--- src/rtl/alu16_pkg.sv ---
package alu16_pkg;

  typedef enum logic [3:0] {
    OP_AND  = 4'd0,  OP_NAND = 4'd1,  OP_OR   = 4'd2,  OP_NOR  = 4'd3,
    OP_PASA = 4'd4,  OP_XOR  = 4'd5,  OP_PASB = 4'd6,  OP_XNOR = 4'd7,
    OP_ADD  = 4'd8,  OP_INC  = 4'd9,  OP_NEG  = 4'd10, OP_SET  = 4'd11,
    OP_SUB  = 4'd12, OP_DEC  = 4'd13, OP_NOT  = 4'd14, OP_CLR  = 4'd15
  } op_e;

  // logic pick: 0 and, 1 or, 2 pass a, 3 xor, 4 pass b
  typedef struct packed {
    logic       arith;   // 1: arithmetic half drives the output
    logic [2:0] lpick;
    logic       linv;
    logic [1:0] xsel;    // 00 a, 01 ~a, 10 one, 11 zero
    logic       use_b;
    logic       sub;
    logic       cin;
  } slice_ctl_t;

endpackage

--- src/rtl/alu16_gates.sv ---
// Behavioural reversible primitives; pass-through (garbage) outputs omitted.

// Peres-style cell: q = a ^ b, r = (a & b) ^ c
module rev_peres (
  input  logic a,
  input  logic b,
  input  logic c,
  output logic q,
  output logic r
);
  assign q = a ^ b;
  assign r = (a & b) ^ c;
endmodule

// Toffoli cell: r = (a & b) ^ c
module rev_toffoli (
  input  logic a,
  input  logic b,
  input  logic c,
  output logic r
);
  assign r = (a & b) ^ c;
endmodule

// Controlled swap used as 2:1 mux: q = sel ? d1 : d0
module rev_cswap (
  input  logic sel,
  input  logic d0,
  input  logic d1,
  output logic q
);
  assign q = (~sel & d0) | (sel & d1);
endmodule

// Dual-mode cell: full adder when sub = 0, full subtractor when sub = 1
module rev_addsub (
  input  logic sub,
  input  logic x,
  input  logic y,
  input  logic ci,
  output logic s,
  output logic co
);
  logic xe;
  assign xe = x ^ sub;
  assign s  = x ^ y ^ ci;
  assign co = (xe & y) | (xe & ci) | (y & ci);
endmodule

--- src/rtl/alu16_slice.sv ---
module alu16_slice
  import alu16_pkg::*;
(
  input  slice_ctl_t ctl,
  input  logic       a,
  input  logic       b,
  input  logic       ci,
  output logic       r,
  output logic       co
);
  // logic half
  logic x_ab, and_ab, or_ab;
  logic m_ao, m_ax, m_lo, m_lb, lbit;

  rev_peres u_peres (.a(a), .b(b), .c(1'b0), .q(x_ab), .r(and_ab));
  assign or_ab = and_ab ^ x_ab;

  rev_cswap u_m0 (.sel(ctl.lpick[0]), .d0(and_ab), .d1(or_ab), .q(m_ao));
  rev_cswap u_m1 (.sel(ctl.lpick[0]), .d0(a),      .d1(x_ab),  .q(m_ax));
  rev_cswap u_m2 (.sel(ctl.lpick[1]), .d0(m_ao),   .d1(m_ax),  .q(m_lo));
  rev_cswap u_m3 (.sel(ctl.lpick[2]), .d0(m_lo),   .d1(b),     .q(m_lb));
  assign lbit = m_lb ^ ctl.linv;

  // arithmetic half
  logic xa, xk, xo, yg, dbit;
  rev_cswap u_xa (.sel(ctl.xsel[0]), .d0(a),    .d1(~a),   .q(xa));
  rev_cswap u_xk (.sel(ctl.xsel[0]), .d0(1'b1), .d1(1'b0), .q(xk));
  rev_cswap u_xo (.sel(ctl.xsel[1]), .d0(xa),   .d1(xk),   .q(xo));
  rev_toffoli u_yg (.a(b), .b(ctl.use_b), .c(1'b0), .r(yg));
  rev_addsub  u_as (.sub(ctl.sub), .x(xo), .y(yg), .ci(ci), .s(dbit), .co(co));

  rev_cswap u_out (.sel(ctl.arith), .d0(lbit), .d1(dbit), .q(r));
endmodule

--- src/rtl/alu16_top.sv ---
module alu16_top
  import alu16_pkg::*;
#(
  parameter int W = 32
) (
  input  logic         clk,
  input  logic         rst,
  input  logic [3:0]   op,
  input  logic [W-1:0] a,
  input  logic [W-1:0] b,
  output logic [W-1:0] result,
  output logic         cout
);
  localparam int CW = W + 1;

  slice_ctl_t    ctl;
  logic [CW-1:0] chain;
  logic [W-1:0]  res_d;

  always_comb begin
    ctl       = '0;
    ctl.arith = op[3];
    ctl.xsel  = 2'b11;
    unique case (op_e'(op))
      OP_AND:  begin ctl.lpick = 3'd0; end
      OP_NAND: begin ctl.lpick = 3'd0; ctl.linv = 1'b1; end
      OP_OR:   begin ctl.lpick = 3'd1; end
      OP_NOR:  begin ctl.lpick = 3'd1; ctl.linv = 1'b1; end
      OP_PASA: begin ctl.lpick = 3'd2; end
      OP_XOR:  begin ctl.lpick = 3'd3; end
      OP_PASB: begin ctl.lpick = 3'd4; end
      OP_XNOR: begin ctl.lpick = 3'd3; ctl.linv = 1'b1; end
      OP_ADD:  begin ctl.xsel = 2'b00; ctl.use_b = 1'b1; end
      OP_INC:  begin ctl.xsel = 2'b00; ctl.cin = 1'b1; end
      OP_NEG:  begin ctl.xsel = 2'b01; ctl.cin = 1'b1; end
      OP_SET:  begin ctl.xsel = 2'b10; end
      OP_SUB:  begin ctl.xsel = 2'b00; ctl.use_b = 1'b1; ctl.sub = 1'b1; end
      OP_DEC:  begin ctl.xsel = 2'b00; ctl.cin = 1'b1; ctl.sub = 1'b1; end
      OP_NOT:  begin ctl.xsel = 2'b01; end
      OP_CLR:  begin ctl.xsel = 2'b11; end
      default: begin ctl.xsel = 2'b11; end
    endcase
  end

  assign chain[0] = ctl.cin;

  for (genvar i = 0; i < W; i++) begin : g_slice
    alu16_slice u_slice (
      .ctl (ctl),
      .a   (a[i]),
      .b   (b[i]),
      .ci  (chain[i]),
      .r   (res_d[i]),
      .co  (chain[i+1])
    );
  end

  always_ff @(posedge clk) begin
    if (rst) begin
      result <= '0;
      cout   <= 1'b0;
    end else begin
      result <= res_d;
      cout   <= op[3] & chain[W];
    end
  end
endmodule

--- config.mk ---
export PLATFORM = sky130hd
export DESIGN_NAME = alu16_top
export DESIGN_NICKNAME = d
export VERILOG_FILES = /design/src/rtl/alu16_pkg.sv /design/src/rtl/alu16_gates.sv /design/src/rtl/alu16_slice.sv /design/src/rtl/alu16_top.sv
export SDC_FILE = /design/constraint.sdc
export NUM_CORES = 1
export LEC_CHECK = 0
export ABC_AREA = 0
export ABC_CLOCK_PERIOD_IN_PS = 19000
export BUFFER_PORTS_ARGS = -buffer_cell sky130_fd_sc_hd__buf_2
export CAP_MARGIN = 20
export CORE_ASPECT_RATIO = 0.75
export CORE_MARGIN = 1
export CORE_UTILIZATION = 24
export CTS_BUF_LIST = sky130_fd_sc_hd__clkbuf_16
export DETAILED_ROUTE_END_ITERATION = 10
export HOLD_SLACK_MARGIN = 0.12
export PLACE_DENSITY = 0.51
export SYNTH_ARGS = -nofsm -noshare
export SYNTH_HDL_FRONTEND = slang
export SYNTH_HIERARCHICAL = 1
export SYNTH_SLANG_ARGS = --single-unit
export TNS_END_PERCENT = 100
--- constraint.sdc ---
create_clock -name clk -period 19 [get_ports clk]
set_input_delay 0 -clock clk [delete_from_list [all_inputs] [get_ports clk]]
set_output_delay 0 -clock clk [all_outputs]
set_load 0.02 [all_outputs]
==> results.ini <==
[clock_network]
root_buffer=clkbuf_16
numCtsBuffers=5
cts_buffer_depth=2
ctsResizeCount=0
clkTransAtPathRegs_ns=0.07
cts.hold.buffers_added=0
clock_sinks=33
ctsHtreeMaxLevel=2
cts_tree=yes
postCtsSetupRepairBufs=0

[drt]
ant_nets=0
drt_first_pass_iters=4
vias_per_cell=3.755
drtIter0Drc=107
routed_wl_mm=18.05
num_vias=5186
wire_per_inst_um=13.07
drc=0

[logic_synthesis]
syn_area_um2=8040
syn_inst=758
ys_seq_area_share_pct=8.217
yosys_warnings=6
avgSynthCellArea_um2=10.61
yosys.cell_types.count=21
synth-seq-cells=33

[power]
leakagePower_uw=0.004843
pwr-share-clk_pct=18.2
power_switching_uw=196.7
p_int_uw=361.6
powerDensity_nw_per_um2=58.00
p_comb_share_pct=66.0
vdd_ir_drop_max_mv=0.02846
power_frac_seq_pct=15.8
switching_share_pct=35.23

[critical_path]
critPathRequiredTime_ns=19.17
arrival_ns=12.74
worstSetupPathType=in2reg
critPathLaunchType=input pin
max_stage_delay_ns=0.67
cp_top_family=adder cells
cp-end-kind=flop
critPathMaxFanout=43
cp.buffers_inverters=3
cp_common_cell=maj3_2
slowest_stage=buf_4

[outcome]
status=completed

[timing]
tightest_slew_ns=1.041
fin_crit_sh_pct=66.16
fin_ws_ns=6.430
slew_violations=0
finalHoldViolations=0
setup_viol=0
grt_setup_unrepaired=no
period_needed_ns=12.57
relSlewSlack_pct=30.43
max_clock_freq_ghz=0.07955
tns_ns=0

[layout]
drive_gt1_share_pct=44.20
antennaDiodeCount=0
n_fill_cell=3516
area_delta_synth_final_pct=19.70
fin_nets=1040
final_cell_mix=mux2_4 (256), xor2_1 (128), conb_1 (128)
final_cell_area_um2=9624
layout_commonest_cell=mux2_4

[global_route]
met1_usage_pct=14.33
grtUsageTotal_pct=11.05
overflow=0
grt.busiest_layer=met2
grt_pass1_vias=5232
grt_max_degree=44
met2_usage_pct=18.71
grt_pass1_wl_mm=28.72
antenna_found_initial=0
gr-usage-met3_pct=2.112

[place]
globalplace.congestion=0.7182
port_buffers=102
placed_cell_area_um2=9450
dp_slack_ns=6.047
hpwlAfterDp_mm=13.64

[job]
drv_cap=0

[die]
core_area_um2=32660
die_w_um=213.3
initial_core_util_pct=24.62
die-area_um2=34240
die_h_um=160.5
num_rows=57
num_io_pins=103

[hold_path]
hold_path.class=in2reg
min_to=cout$_SDFF_PP0_
holdPathStages=2
hp-start=rst

-- power groups by stage --
stage	combinational [µW]	sequential [µW]	clock (µW)
CTS	373	88.9	109
floorplan	301	107	0
global placement	367	90.3	0
detailed placement	372	90.2	0
global route	402	89.5	111
finish	368	88.2	102
-- cell families (layout without fill, tap and decap cells) --
kind of cell | after synthesis | in the layout | synth area share (%)
compound gates | 4 | 4 | 0.3269
xor+xnor | 224 | 224 | 24.40
fa+ha+maj | 64 | 64 | 9.462
buf+inv | 38 | 155 | 1.836
flops | 33 | 33 | 8.217
mux | 257 | 257 | 47.93
other cells | 64 | 128 | 2.988
simple gates | 74 | 74 | 4.840
-- worst max path at each step --
stage	from	end	cells after the start
detailed placement	op[3]	result[31]$_SDFF_PP0_	42
global placement	op[3]	result[31]$_SDFF_PP0_	42
finish	op[3]	result[31]$_SDFF_PP0_	42
floorplan	op[0]	result[31]$_SDFF_PP0_	40
global route	op[3]	result[31]$_SDFF_PP0_	42
CTS	op[3]	result[31]$_SDFF_PP0_	42
-- stage by stage --
stage | hold WS [ns] | util (%) | instances | total power (µW)
floorplan | 0.07161 | - | 822 | 407.7
global placement | 0.4169 | 28.93 | 1372 | 457.7
detailed placement | 0.4146 | 28.93 | 1372 | 461.7
CTS | 0.2921 | 29.43 | 1380 | 571.0
global route | 0.3187 | 29.46 | 1381 | 602.7
finish | 0.2836 | 29.46 | 1381 | 558.2
-- synthesized netlist by cell type (all sizes together) --
master,number,area [µm²]
nor2b,34,212.7
o21ai,2,10.01
nor4bb,1,10.01
maj3,32,360.4
buf,4,20.02
xor2,128,1121
a211oi,1,7.510
nor3b,1,12.51
and3,2,13.77
a31o,1,8.760
nor2,2,7.510
conb,64,240.2
xnor2,96,840.8
ha,32,400.4
and3b,1,8.760
mux2i,1,10.01
dfxtp,33,660.6
mux2,256,3844
nand2,33,123.9
inv,34,127.6
-- sequential cells by signal, indices dropped and copies added, names as in the netlist --
register and cells:
cout 1, result 32
-- per-layer routing --
layer | wire length, µm | share of wire [%] | vias up
met5 | 0 | 0 | -
met4 | 227 | 1.3 | 0
met3 | 561 | 3.1 | 11
met2 | 8499 | 47 | 64
met1 | 8761 | 49 | 2366
li1 | - | - | 2745
-- final cells by class --
| class | count | area (µm²) | area share (%) |
|---|---|---|---|
| multi-input combinational | 751 | 7523 | 78.17 |
| timing repair buffer | 113 | 596.8 | 6.201 |
| clock inverter | 3 | 37.54 | 0.3900 |
| tap | 442 | 553.0 | 5.746 |
| clock buffer | 5 | 125.1 | 1.300 |
| sequential | 33 | 660.6 | 6.864 |
| inverter | 34 | 127.6 | 1.326 |
Note: power is estimated with default switching activity, not from simulation.
